**src/rtl/dsm5_pkg.sv**
```systemverilog
package dsm5_pkg;

    typedef enum logic {
        RATIO_384 = 1'b0,
        RATIO_256 = 1'b1
    } clk_ratio_e;

    localparam int NUM_STAGES = 3;
    localparam int LVL_TOP    = 4;
    localparam int LVL_MID    = 2;

    // Clamp a signed level index to the five legal codes.
    function automatic logic [2:0] clip_level(input int lvl);
        if (lvl < 0)       return 3'd0;
        if (lvl > LVL_TOP) return 3'(LVL_TOP);
        return 3'(lvl);
    endfunction

endpackage

```
**src/rtl/dsm5_hold.sv**
```systemverilog
module dsm5_hold #(
    parameter int IN_W  = 18,
    parameter int LEN_A = 6,
    parameter int LEN_B = 8
) (
    input  logic                   clk,
    input  logic                   rst,
    input  logic                   ratio_sel,
    input  logic                   in_valid,
    input  logic signed [IN_W-1:0] in_sample,
    output logic signed [IN_W-1:0] held,
    output logic                   req
);
    import dsm5_pkg::*;

    localparam int LEN_MAX = (LEN_A > LEN_B) ? LEN_A : LEN_B;
    localparam int CW      = $clog2(LEN_MAX);

    clk_ratio_e      ratio;
    logic [CW-1:0]   cnt;
    logic [CW-1:0]   last;

    assign ratio = clk_ratio_e'(ratio_sel);
    assign last  = (ratio == RATIO_256) ? CW'(LEN_B - 1) : CW'(LEN_A - 1);

    always_ff @(posedge clk) begin
        if (rst) begin
            cnt  <= '0;
            held <= '0;
        end else begin
            cnt <= (cnt >= last) ? '0 : cnt + 1'b1;
            if (in_valid) held <= in_sample;
        end
    end

    assign req = !rst && (cnt == last);

endmodule

```
**src/rtl/dsm5_integ.sv**
```systemverilog
module dsm5_integ #(
    parameter int W       = 24,
    parameter int FB_SH   = 0,
    parameter int GAIN_SH = 0
) (
    input  logic                clk,
    input  logic                rst,
    input  logic signed [W-1:0] x,
    input  logic signed [W-1:0] fb,
    output logic signed [W-1:0] acc
);
    localparam int EW = W + FB_SH + 2;
    localparam logic signed [EW-1:0] HI = {{(EW-W+1){1'b0}}, {(W-1){1'b1}}};
    localparam logic signed [EW-1:0] LO = ~HI;

    logic signed [EW-1:0] diff;
    logic signed [EW-1:0] step;
    logic signed [EW-1:0] sum;
    logic signed [W-1:0]  acc_n;

    always_comb begin
        diff = EW'(x) - (EW'(fb) <<< FB_SH);
        step = diff >>> GAIN_SH;
        sum  = EW'(acc) + step;
        if (sum > HI)      acc_n = HI[W-1:0];
        else if (sum < LO) acc_n = LO[W-1:0];
        else               acc_n = sum[W-1:0];
    end

    always_ff @(posedge clk) begin
        if (rst) acc <= '0;
        else     acc <= acc_n;
    end

endmodule

```
**src/rtl/dsm5_quant.sv**
```systemverilog
module dsm5_quant #(
    parameter int W       = 24,
    parameter int STEP_SH = 16
) (
    input  logic signed [W-1:0] y,
    output logic [2:0]          code
);
    import dsm5_pkg::*;

    localparam int RW = W + 1;
    localparam logic signed [RW-1:0] HALF = RW'(1) <<< (STEP_SH - 1);

    logic signed [RW-1:0] rnd;

    always_comb begin
        rnd  = (RW'(y) + HALF) >>> STEP_SH;
        code = clip_level(int'(rnd) + LVL_MID);
    end

endmodule

```
**src/rtl/dsm5_mod.sv**
```systemverilog
module dsm5_mod #(
    parameter int IN_W     = 18,
    parameter int ACC_W    = 24,
    parameter int HOLD_384 = 6,
    parameter int HOLD_256 = 8,
    parameter int G2_SH    = 2,
    parameter int G3_SH    = 1,
    parameter int FB2_SH   = 2,
    parameter int FB3_SH   = 1
) (
    input  logic                   clk,
    input  logic                   rst,
    input  logic                   ratio_sel,
    input  logic                   in_valid,
    input  logic signed [IN_W-1:0] in_sample,
    output logic                   smp_req,
    output logic                   out_valid,
    output logic [2:0]             out_code
);
    import dsm5_pkg::*;

    localparam int STEP_SH = IN_W - 2;

    logic signed [IN_W-1:0]  held_smp;
    logic [2:0]              code;
    logic signed [ACC_W-1:0] lvl_s;
    logic signed [ACC_W-1:0] fb_val;
    logic signed [ACC_W-1:0] acc    [NUM_STAGES];
    logic signed [ACC_W-1:0] stg_in [NUM_STAGES];
    logic                    vld_q;

    dsm5_hold #(
        .IN_W (IN_W),
        .LEN_A(HOLD_384),
        .LEN_B(HOLD_256)
    ) i_hold (
        .clk      (clk),
        .rst      (rst),
        .ratio_sel(ratio_sel),
        .in_valid (in_valid),
        .in_sample(in_sample),
        .held     (held_smp),
        .req      (smp_req)
    );

    assign lvl_s  = $signed({{(ACC_W-3){1'b0}}, code}) - ACC_W'(LVL_MID);
    assign fb_val = lvl_s <<< STEP_SH;

    for (genvar k = 0; k < NUM_STAGES; k++) begin : g_stage
        localparam int GSH = (k == 0) ? 0 : (k == 1) ? G2_SH  : G3_SH;
        localparam int FSH = (k == 0) ? 0 : (k == 1) ? FB2_SH : FB3_SH;

        if (k == 0) begin : g_head
            assign stg_in[k] = {{(ACC_W-IN_W){held_smp[IN_W-1]}}, held_smp};
        end else begin : g_chain
            assign stg_in[k] = acc[k-1];
        end

        dsm5_integ #(
            .W      (ACC_W),
            .FB_SH  (FSH),
            .GAIN_SH(GSH)
        ) i_integ (
            .clk(clk),
            .rst(rst),
            .x  (stg_in[k]),
            .fb (fb_val),
            .acc(acc[k])
        );
    end

    dsm5_quant #(
        .W      (ACC_W),
        .STEP_SH(STEP_SH)
    ) i_quant (
        .y   (acc[NUM_STAGES-1]),
        .code(code)
    );

    always_ff @(posedge clk) begin
        if (rst) vld_q <= 1'b0;
        else     vld_q <= 1'b1;
    end

    assign out_valid = vld_q;
    assign out_code  = code;

endmodule

```
**config.mk**
```make
export PLATFORM = sky130hd
export DESIGN_NAME = dsm5_mod
export DESIGN_NICKNAME = d
export VERILOG_FILES = /design/src/rtl/dsm5_pkg.sv /design/src/rtl/dsm5_hold.sv /design/src/rtl/dsm5_integ.sv /design/src/rtl/dsm5_quant.sv /design/src/rtl/dsm5_mod.sv
export SDC_FILE = /design/constraint.sdc
export NUM_CORES = 1
export LEC_CHECK = 0
export BUFFER_PORTS_ARGS = -buffer_cell sky130_fd_sc_hd__buf_2
export CAP_MARGIN = 20
export CORE_MARGIN = 1.5
export CORE_UTILIZATION = 35
export CTS_CLUSTER_SIZE = 12
export DETAILED_ROUTE_END_ITERATION = 8
export PLACE_DENSITY = 0.55
export SLEW_MARGIN = 10
export SYNTH_ARGS = -nofsm -noshare
export SYNTH_HDL_FRONTEND = slang
export SYNTH_SLANG_ARGS = --single-unit
```
**constraint.sdc**
```tcl
create_clock -name clk -period 9.75 [get_ports clk]
set_input_delay 1.95 -clock clk [delete_from_list [all_inputs] [get_ports clk]]
set_output_delay 1.95 -clock clk [all_outputs]
set_load 0.1 [all_outputs]
```
After elaboration in Yosys (flattened, before gate mapping). Index checks and enable logic that the tools add are counted. Widths: inputs -> output; s select.

Add/sub/neg operators: 10. $mul: 0. Divide/modulo/power cells: 0. Order comparisons: 9. Equal/unequal tests: 1. Shift-type cells: 0. Muxes and demuxes: 15. Bitwise operators: 0. Reduce and logical (&&, ||, !) cells: 6.

Operator list (count): $mux 24 (3); $mux 23 (3); $gt 32x4->1 const B (1); $lt 32x1->1 const B (1); $gt 28x24->1 const B (1); $lt 28x24->1 const B (1); $gt 27x24->1 const B (1); $lt 27x24->1 const B (1); $gt 26x24->1 const B (1); $lt 26x24->1 const B (1); $add 24x17->25 const B (1); $add 24x21->25 (1); $add 24x23->25 (1); $add 24x24->25 (1); $sub 24x21->25 (1); $sub 24x22->25 (1); $sub 18x20->21 (1); $mux 3 (4); $add 9x3->10 const B (1); $reduce_or 2->1 (4); $mux 1 (4); $sub 3x2->4 const B (1); $add 3x1->3 const B (1); $eq 3x3->1 (1); 4 further kinds (4).

Bits in registers: 94. Latch bits: 0. Memory bits (writable): 0. ROM bits: 0. Bits of input ports: 22. Output and inout port bits: 5. Logic and storage cells: 50. Memories kept: 0.

Logic depth before layout (Yosys ltp). Gate-level depths: netlist of run 1.

Depth in word-level cells: 13. Mapped depth: 29. Mapped depth without buffers: 27.

Cells and area by module. From an unflattened synthesis of run 1, not the netlist that was laid out.

Cell total of the unflattened synthesis: 1336. Area, all modules: 11031.8 sq um.

By module, submodules not included: dsm5_integ (g_stage[1].i_integ) (instances 1, cells each 430, area each 3405.8 sq um, sequential area each 480.5 sq um); dsm5_integ (g_stage[2].i_integ) (instances 1, cells each 421, area each 3308.2 sq um, sequential area each 480.5 sq um); dsm5_integ (g_stage[0].i_integ) (instances 1, cells each 363, area each 3134.3 sq um, sequential area each 480.5 sq um); dsm5_hold (instances 1, cells each 72, area each 800.8 sq um, sequential area each 420.4 sq um); dsm5_quant (instances 1, cells each 43, area each 331.6 sq um, sequential area each 0.0 sq um); dsm5_mod (instances 1, cells each 7, area each 51.3 sq um, sequential area each 20.0 sq um).

Worst setup path before layout of run 1. No wires, ideal clock.

Kind: register to register. From: register g_stage[2].i_integ.acc[16]. To: register g_stage[1].i_integ.acc[22]. Library setup time: 0.074 ns. Arrival time: 6.802 ns. Data required time: 9.676 ns. Path slack: 2.873 ns. Stages on the path, launching flop included: 27. Buffers on the path: 3. Period minus slack after synthesis: 6.877 ns. Cell sequence: dfxtp_1 ha_1 clkbuf_1 xor2_1 ha_1 nand2_1 o21ai_0 a222oi_1 a32o_1 nand2b_1 nor2_1 ha_1 inv_1 fa_1 maj3_1 a21oi_1 xnor2_1 ha_1 clkbuf_1 nand2_1 nor2_1 nand2_1 o221a_2 o31a_1 a221o_1 buf_2 o21ai_0.

Longest elaborated chain between the ends: 13. Elaborated cells between the ends (all ways): 17. Classes of those cells: add/sub (5); order compare (4); mux (8).

RTL lines: start: declaration (line dsm5_integ.sv:10) `output logic signed [W-1:0] acc`; start signal: assignment (line dsm5_integ.sv:32) `else acc <= acc_n;`; $add 24x17->25 * (line dsm5_quant.sv:16) `rnd = (RW'(y) + HALF) >>> STEP_SH;`; $add 9x3->10 * (line dsm5_quant.sv:17) `code = clip_level(int'(rnd) + LVL_MID);`; $gt 32x4->1 (line dsm5_pkg.sv:15) `if (lvl > LVL_TOP) return 3'(LVL_TOP);`; $mux 1 (2 in a row) (line dsm5_pkg.sv:15); $mux 3 (line dsm5_pkg.sv:16) `return 3'(lvl);`; $mux 3 * (line dsm5_pkg.sv:15); via out_code[0] (line dsm5_mod.sv:18) `output logic [2:0] out_code`; $sub 3x2->4 * (line dsm5_mod.sv:46) `assign lvl_s = $signed({{(ACC_W-3){1'b0}}, code}) - ACC_W'(LVL_MID);`; $sub 24x22->25 * (line dsm5_integ.sv:22) `diff = EW'(x) - (EW'(fb) <<< FB_SH);`; $add 24x23->25 * (line dsm5_integ.sv:24) `sum = EW'(acc) + step;`; $lt 28x24->1 (line dsm5_integ.sv:26) `else if (sum < LO) acc_n = LO[W-1:0];`; $mux 24 (line dsm5_integ.sv:26); $mux 23 * (line dsm5_integ.sv:25) `if (sum > HI) acc_n = HI[W-1:0];`; end signal: assignment (line dsm5_integ.sv:32); end: declaration (line dsm5_integ.sv:10).

The timed path passes the listed nets; every way through them passes the cells marked *. The select of a mux whose other input is x is not followed. A chain may end at the register's enable or synchronous reset.

Worst setup path in the final report of run 1.
From: register g_stage[2].i_integ.acc[15]. To: register g_stage[2].i_integ.acc[16].

Longest elaborated chain between the ends: 13. Elaborated cells between the ends (all ways): 17. Classes of those cells: add/sub (5); order compare (4); mux (8).

RTL lines (line): $add 24x17->25 (dsm5_quant.sv:16); $add 9x3->10 (dsm5_quant.sv:17); $gt 32x4->1 (dsm5_pkg.sv:15); $mux 1 (2 in a row) (dsm5_pkg.sv:15); $mux 3 (dsm5_pkg.sv:16); $mux 3 (dsm5_pkg.sv:15); $sub 3x2->4 (dsm5_mod.sv:46); $sub 24x21->25 (dsm5_integ.sv:22); $add 24x24->25 * (dsm5_integ.sv:24); $lt 27x24->1 (dsm5_integ.sv:26); $mux 24 (dsm5_integ.sv:26); $mux 23 * (dsm5_integ.sv:25).

Every way passes the cells marked *; elsewhere a longest branch is shown, timed or not. The select of a mux whose other input is x is not followed.

==> flow_summary.toml, run 1 <==
[outcome]
status = "completed"

[yosys]
synth-seq-cells = 94
netlist_instances = 945
ys.flop_type = "dfxtp_1"
synth-edff-count = 0
synth_area_sq_um = 7840
synth_top_area_cell = "dfxtp_1"
ys.warnings.count = 0
yosysMostFrequentCell = "inv_1"
ys_types = 76
synthTopCellsByCount = "inv_1, ha_1, dfxtp_1, nor2_1, a21oi_1"
synth_top_area_frac = 0.240
synth_area_leaders = "dfxtp_1, ha_1, inv_1"
synth_area_per_cell_sq_um = 8.30
synth_fp_nets = 1083
synthArstFlopShare = 0
ys_seq_area_frac = 0.240

[critical_path]
regToRegEndpoint = "g_stage[2].i_integ.acc[16]$_SDFF_PP0_"
critPathCaptureType = "register"
ff2ff_path_depth = 25
critPathSlowestCell = "o21ai_4"
cp_data_required_time_ns = 9.95
ff2ff_setup_slack_ns = 3.26
r2r-start = "g_stage[2].i_integ.acc[15]$_SDFF_PP0_"
crit_fanout = 21
critPathArrivalTime_ns = 6.69
slowest_delay_ns = 0.65
crit_top_cell = "ha_1"
worst_setup_path_start_kind = "register"
cp_top_family = "compound AO/OA/AOI/OAI gates"
critPathBufInv = 1
path_class = "reg2reg"

[placement]
place_area_sq_um = 8220
hpwl_um = 14300
port_buffers = 26
place.gp.congestion = 0.844

[final_layout]
n_antenna_cell = 0
final_cell_area_sq_um = 8530
area_growth_pct = 8.81
drive_above_1_share = 0.0890
nets = 1099
fin_util = 0.390

[sta]
fmax_mhz = 154
period_share = 0.665
drv_slew = 0
rsz0062_at_grt = "no"
fin_setup_tns_ns = 0
slew_headroom = 0.362
fin_skew_ns = 0.00967
worstMarginPinSlew_ns = 0.957
period_minus_slack_ns = 6.49
setup_viol = 0
timing_hold_violations_final = 0

[drt]
via_count = 6472
drc = 0
drtIter0Drc = 240
avgViaCountPerCell = 5.19
detail-route-antenna-nets = 0
wl_um = 18000
first_pass_iters = 5
wire_per_inst_um = 14.5

[clock_network]
numClockSinks = 94
cts_hold_buffers = 0
cts_max_level = 3
cts-root-buf = "clkbuf_16"
clockBufferDepth = 2
post_cts_resized = 0
path_clk_slew_ns = 0.07
cts_setup_buffers = 0
cts_buffers = 9
cts_tree = "yes"
clk_latency_ns = 0.36

[worst_hold_path]
worstHoldStart = "i_hold.cnt[2]$_SDFF_PP0_"
holdPathStages = 1
hold_path.class = "reg2reg"
hold_end = "i_hold.cnt[0]$_SDFF_PP0_"

[die]
num_rows = 54
fp.dieH_um = 153
pin_count = 27
die_area_sq_um = 23300
core_sq_um = 21900
die_x_um = 153
initial_utilization = 0.358

[grt]
grt_overflow = 0
grt_max_degree = 27
first_global_vias = 6117
grtUsageTotal = 0.157
antenna_found_initial = 0
grt_first_pass_wirelength_um = 30100

[job]
drv_cap = 0
==> final cells by class <==
class	count	area (sq um)
fill	2327	13400
multi-input combinational	723	5450
sequential	94	1880
inverter	106	398
tap	280	350
clock buffer	11	253
timing repair buffer	27	138
clock inverter	5	57.6
==> per-layer routing <==
metal  part of all wire  up-vias  GRT usage
met2               0.47       71      0.262
met4              0.010        0     0.0408
met3              0.021       15     0.0242
li1                   -     3405          -
met5                  0        -          0
met1               0.50     2981      0.211
==> metrics by stage <==
step	cells	hold WS, ns	setup slack, ns
6_report	1246	0.477	3.26
5_1_grt	1246	0.518	2.62
4_1_cts	1246	0.482	3.20
3_5_place_dp	1230	0.476	3.24
3_3_place_gp	1230	0.466	3.39
2_1_floorplan	945	0.439	2.87
==> cell usage in the layout, fill, tap and decap left out, types with 11 or more instances in the layout <==
cell type,count
a21o_1,29
a21oi_1,64
a31oi_1,11
buf_2,26
dfxtp_1,94
fa_1,11
ha_1,105
inv_1,106
mux2i_1,18
nand2_1,46
nand3_1,19
nor2_1,73
nor3_1,18
o21a_1,18
o21ai_0,63
o21ai_1,15
o21ai_2,18
o21bai_1,15
o31ai_1,16
xnor2_1,38
xor2_1,36
==> cells by family (layout without fill, tap and decap cells) <==
family          after synthesis  in the layout  synth area share
compound gates              305            305             0.265
flops                        94             94             0.240
mux                          19             19            0.0244
xor+xnor                     74             74            0.0827
fa+ha+maj                   118            118             0.198
buf+inv                     128            149            0.0650
simple gates                207            207             0.124
==> sequential cells by signal (all words and copies together), names as in the netlist <==
name,flops
i_hold.held,18
g_stage.i_integ.acc,72
out_valid,1
i_hold.cnt,3
==> worst max path at each step <==
stage	start	end	slack, ns	depth (start not counted)
CTS	g_stage[2].i_integ.acc[15]$_SDFF_PP0_	g_stage[2].i_integ.acc[16]$_SDFF_PP0_	3.20	25
global route	g_stage[2].i_integ.acc[16]$_SDFF_PP0_	g_stage[2].i_integ.acc[16]$_SDFF_PP0_	2.62	25
finish	g_stage[2].i_integ.acc[15]$_SDFF_PP0_	g_stage[2].i_integ.acc[16]$_SDFF_PP0_	3.26	25
detailed placement	g_stage[2].i_integ.acc[15]$_SDFF_PP0_	g_stage[2].i_integ.acc[16]$_SDFF_PP0_	3.24	25
global placement	g_stage[2].i_integ.acc[16]$_SDFF_PP0_	g_stage[2].i_integ.acc[16]$_SDFF_PP0_	3.39	25
floorplan	g_stage[2].i_integ.acc[16]$_SDFF_PP0_	g_stage[1].i_integ.acc[22]$_SDFF_PP0_	2.87	26
Power of run 1 is not shown: default switching activity piles up to over one toggle a cycle in this logic, so the estimate is an artifact.
==> run 2, diff against run 1 <==
Settings changed: PLACE_DENSITY 0.55 to 0.57.
Clock period 9.75 ns to 5.35 ns, I/O delays scaled along.
==> run 2 against run 1 <==
Critical path depth down 1. Highest routed layer unchanged. Largest cell class unchanged. Count of clock-buffer cells in the layout down 1. Design area up 7.9%. Routed wire length about the same. Non-clock buffer count up 41. Flip-flop and latch count unchanged. Maximum frequency up 27%. Final cell count up 3.4%.
==> flow_summary.toml, run 2 (synthesis gave the netlist of run 1 again) <==
[clock_network]
cts_buffers = 9
clockBufferDepth = 2
numClockSinks = 94
clk_latency_ns = 0.35
cts-root-buf = "clkbuf_16"
path_clk_slew_ns = 0.07
cts_hold_buffers = 0
cts_tree = "yes"
cts_max_level = 3

[critical_path]
path_class = "reg2reg"
worst_setup_path_start_kind = "register"
critPathArrivalTime_ns = 5.33
ff2ff_setup_slack_ns = 0.26
cp_data_required_time_ns = 5.58
ff2ff_path_depth = 24
regToRegEndpoint = "g_stage[1].i_integ.acc[17]$_SDFF_PP0_"
r2r-start = "g_stage[2].i_integ.acc[16]$_SDFF_PP0_"
crit_fanout = 19
critPathCaptureType = "register"

[grt]
grt_overflow = 0
grt_use_met1 = 0.203
grt_first_pass_wirelength_um = 30400
global_route.usage.met3 = 0.0301
grt_max_degree = 27
first_global_vias = 6434
antenna_found_initial = 0
grt.busiest_layer = "met2"
grtUsageTotal = 0.156
use_met2 = 0.267

[sta]
fin_setup_tns_ns = 0
holdWs_ns = 0.488
drv_slew = 0
setup_viol = 0
fmax_mhz = 196
timing_hold_violations_final = 0
fin_skew_ns = 0.0104
period_share = 0.952
period_minus_slack_ns = 5.09
slew_headroom = 0.594
worstMarginPinSlew_ns = 0.610

[outcome]
status = "completed"

[final_layout]
final_cell_mix = "inv_1, ha_1, dfxtp_1"
fin_util = 0.420
drive_above_1_share = 0.160
n_antenna_cell = 0
top_regs = "g_stage.i_integ.acc: 72 flops, i_hold.held: 18 flops, i_hold.cnt: 3 flops"
top_register = "g_stage.i_integ.acc"
largest_reg_flops = 72
nets = 1141
area_growth_pct = 17.4
final_common_cell = "inv_1"

[worst_hold_path]
worstHoldStart = "i_hold.cnt[2]$_SDFF_PP0_"
hold_end = "i_hold.cnt[0]$_SDFF_PP0_"
holdPathStages = 1
hold_path.class = "reg2reg"

[drt]
drtIter0Drc = 239
via_count = 6642
wl_um = 18000
detail-route-antenna-nets = 0
wire_per_inst_um = 14.0
avgViaCountPerCell = 5.16
drc = 0
first_pass_iters = 7

[placement]
hpwl_um = 14400
place.gp.congestion = 0.852
port_buffers = 26

[die]
pin_count = 27
die_area_sq_um = 23300
num_rows = 54
initial_utilization = 0.358
core_sq_um = 21900
fp.dieH_um = 153
die_x_um = 153

[job]
drv_cap = 0
run 2: worst max-delay path by stage:
stage                                                     start                               endpoint  depth (start not counted)
final                     g_stage[2].i_integ.acc[16]$_SDFF_PP0_  g_stage[1].i_integ.acc[17]$_SDFF_PP0_                         24
after global routing      g_stage[2].i_integ.acc[16]$_SDFF_PP0_  g_stage[1].i_integ.acc[21]$_SDFF_PP0_                         26
after CTS                 g_stage[2].i_integ.acc[16]$_SDFF_PP0_  g_stage[1].i_integ.acc[21]$_SDFF_PP0_                         25
after detailed placement  g_stage[2].i_integ.acc[16]$_SDFF_PP0_  g_stage[1].i_integ.acc[21]$_SDFF_PP0_                         26
after global placement    g_stage[2].i_integ.acc[16]$_SDFF_PP0_  g_stage[1].i_integ.acc[21]$_SDFF_PP0_                         23
after floorplan           g_stage[2].i_integ.acc[16]$_SDFF_PP0_  g_stage[1].i_integ.acc[22]$_SDFF_PP0_                         26
run 2: per-stage QoR:
step / instances / instance area, sq um / setup slack [ns]
after CTS: 1278 / 8950 / 0.0166
after floorplan: 945 / 7990 / -0.205
after global placement: 1262 / 8600 / 0.0854
after global routing: 1288 / 9200 / -0.0333
after detailed placement: 1262 / 8600 / -0.0273
final: 1288 / 9200 / 0.257
run 2: worst max-delay path: stages, from the launching register on:
cell       delay (ns)
dfxtp_4          0.37
ha_4             0.19
xor2_4           0.16
ha_4             0.29
nand2_1          0.07
a2111oi_2        0.36
o21ai_0          0.11
a32o_2           0.25
nand2b_4         0.11
nor2_4           0.06
ha_1             0.28
a21o_1           0.16
maj3_1           0.38
a21o_1           0.21
a21oi_2          0.14
xnor2_1          0.12
ha_1             0.26
buf_4            0.16
or2_2            0.30
a31oi_1          0.27
o31ai_1          0.14
o2bb2ai_2        0.18
nand2_1          0.12
buf_12           0.16
o21ai_1          0.08
run 2: metal layers:
metal	vias up	wire length, um
met1	3059	8780
met4	0	214
met3	17	504
met2	76	8520
li1	3490	-
met5	-	0
run 2: repair_timing:
item / CTS / global route
setup buffers: 0 / 7
gates resized for setup: 1 / 29
gates cloned: 0 / 3
pin swaps: 0 / 10
endpoints found under the setup margin: 2 / 69
run 2: cell type report:
type / instances / area, sq um
Clock inverter: 6 / 110
Timing Repair Buffer: 68 / 529
Fill cell: 2204 / 12700
Sequential cell: 94 / 1890
Inverter: 106 / 398
Tap cell: 280 / 350
Multi-Input combinational cell: 724 / 5700
Clock buffer: 10 / 229
Power of run 2 is left out for the same reason.
==> run 3, diff against run 2 <==
Settings changed: ABC_AREA set to 1, CTS_CLUSTER_SIZE 12 to unset.
==> run 3 against run 2 <==
Setup slack improved by 0.081 ns. Routed wire length is 33% higher. Design area rose by 7.8%. Critical path depth rose by 9. Synthesized cell count is 51% higher. Synthesized area rose by 13%. Largest cell class unchanged. Highest routed layer unchanged.
==> flow_summary.toml, run 3 <==
[clock_network]
clk_latency_ns = 0.36
cts_buffers = 9
clockBufferDepth = 2
cts-root-buf = "clkbuf_16"
cts_max_level = 3
numClockSinks = 94
path_clk_slew_ns = 0.07
cts_tree = "yes"

[critical_path]
cp_data_required_time_ns = 5.63
critPathArrivalTime_ns = 5.29
worst_setup_path_start_kind = "register"
ff2ff_path_depth = 33
path_class = "reg2reg"
slowest_delay_ns = 0.39
regToRegEndpoint = "g_stage[2].i_integ.acc[2]$_SDFF_PP0_"
ff2ff_setup_slack_ns = 0.34
critPathSlowestCell = "dfxtp_2"
r2r-start = "g_stage[2].i_integ.acc[16]$_SDFF_PP0_"
crit_top_cell = "nand2_1"
critPathCaptureType = "register"
crit_fanout = 9

[final_layout]
drive_above_1_share = 0.0646
fin_util = 0.396
nets = 1603
final_cell_mix = "nand2_1, inv_1, a21oi_1"
top_regs = "g_stage.i_integ.acc: 72 flops, i_hold.held: 18 flops, i_hold.cnt: 3 flops"
area_growth_pct = 11.6
final_cell_area_sq_um = 9920
top_register = "g_stage.i_integ.acc"
n_antenna_cell = 0
final_common_cell = "nand2_1"
largest_reg_flops = 72

[outcome]
status = "completed"

[yosys]
synthTopCellsByCount = "nand2_1, inv_1, a21oi_1, nor2_1, ha_1"
synth_area_sq_um = 8890
ys.flop_type = "dfxtp_1"
ys.warnings.count = 0
synth_fp_nets = 1569
ys_types = 38
synth_top_area_cell = "dfxtp_1"
netlist_instances = 1431
synth-edff-count = 0
ys_seq_area_frac = 0.212
synth-seq-cells = 94
synth_area_leaders = "dfxtp_1, nand2_1, ha_1"
synth_top_area_frac = 0.212
synthArstFlopShare = 0
yosysMostFrequentCell = "nand2_1"
synth_area_per_cell_sq_um = 6.22

[grt]
first_global_vias = 8508
grtUsageTotal = 0.185
grt_overflow = 0
antenna_found_initial = 0
grt_first_pass_wirelength_um = 39500
grt_max_degree = 48

[die]
num_rows = 58
die_x_um = 162
fp.dieH_um = 162
die_area_sq_um = 26400
core_sq_um = 25000
initial_utilization = 0.355
pin_count = 27

[worst_hold_path]
holdPathStages = 2
worstHoldStart = "i_hold.held[2]$_SDFFE_PP0P_"
hold_end = "i_hold.held[2]$_SDFFE_PP0P_"
hold_path.class = "reg2reg"

[sta]
fmax_mhz = 200
period_minus_slack_ns = 5.01
drv_slew = 0
holdWs_ns = 0.461
slew_headroom = 0.393
fin_skew_ns = 0.0113
fin_setup_tns_ns = 0
worstMarginPinSlew_ns = 0.910
setup_viol = 0
timing_hold_violations_final = 0
period_share = 0.937

[drt]
drtIter0Drc = 429
wire_per_inst_um = 13.3
wl_um = 23900
detail-route-antenna-nets = 0
first_pass_iters = 5
via_count = 8652
avgViaCountPerCell = 4.81
drc = 0

[placement]
place_area_sq_um = 9400
port_buffers = 26
hpwl_um = 19000
place.gp.congestion = 0.910

[job]
drv_cap = 0
-- run 3: cell types whose count changed after synthesis, sizes merged, moves of 18 or more --
cell	delta
nor2	+40
inv	+146
xnor2	-23
a21o	-26
nand2	+388
a21oi	+73
nand3	+64
o21ai	-46
mux2i	-18
-- run 3: how the worst max path moves through the flow --
stage	slack [ns]	startpoint	endpoint	cells past startpoint
after floorplan	0.06	g_stage[2].i_integ.acc[15]$_SDFF_PP0_	g_stage[2].i_integ.acc[10]$_SDFF_PP0_	37
after global placement	0.21	g_stage[2].i_integ.acc[16]$_SDFF_PP0_	g_stage[2].i_integ.acc[12]$_SDFF_PP0_	34
after detailed placement	0.13	g_stage[2].i_integ.acc[16]$_SDFF_PP0_	g_stage[2].i_integ.acc[1]$_SDFF_PP0_	34
after CTS	0.10	g_stage[2].i_integ.acc[16]$_SDFF_PP0_	g_stage[2].i_integ.acc[1]$_SDFF_PP0_	34
after global routing	-0.19	g_stage[2].i_integ.acc[16]$_SDFF_PP0_	g_stage[2].i_integ.acc[15]$_SDFF_PP0_	33
final	0.34	g_stage[2].i_integ.acc[16]$_SDFF_PP0_	g_stage[2].i_integ.acc[2]$_SDFF_PP0_	33
-- run 3: kinds of logic after synthesis --
group                      share of synthesized area
xor gates and xnor gates                      0.0561
AOI/OAI and AO/OA                              0.122
adders and majority gates                      0.172
DFF                                            0.212
and+or+nand+nor                                0.316
buffers and inverters                          0.122
-- run 3: per-stage QoR --
step                worst slack (ns)  instances
finish                         0.338       1800
global route                  -0.190       1800
global placement               0.210       1775
CTS                            0.102       1791
floorplan                     0.0602       1431
detailed placement             0.135       1775
-- run 3: metal layers --
metal | share of wire | up-vias | global-route usage
li1 | - | 4609 | -
met1 | 0.47 | 3856 | 0.233
met2 | 0.47 | 145 | 0.324
met3 | 0.033 | 42 | 0.0234
met4 | 0.028 | 0 | 0.0663
met5 | 0 | - | 0
-- run 3: worst max-delay path: cells and delay by family, from the launching register on --
family	cells	cell delay, ns
simple gates	14	1.37
fa+ha+maj	5	1.25
compound gates	7	0.88
buf+inv	6	0.86
flops	1	0.39
xor+xnor	1	0.18
-- run 3: timing repair --
action	4_1_cts	5_1_grt
endpoints found under the setup margin	0	69
resized for setup	0	28
hold buffers	0	0
setup buffers	0	5
-- run 3: layout make-up --
type / instances / area (sq um)
fillers: 2763 / 15100
multi-input cells: 1062 / 6050
flip-flops and latches: 94 / 1880
inverters: 253 / 950
well taps: 330 / 413
repair buffers: 45 / 320
clock buffers: 9 / 225
clock inverters: 7 / 81.3
Power of run 3 is left out for the same reason.
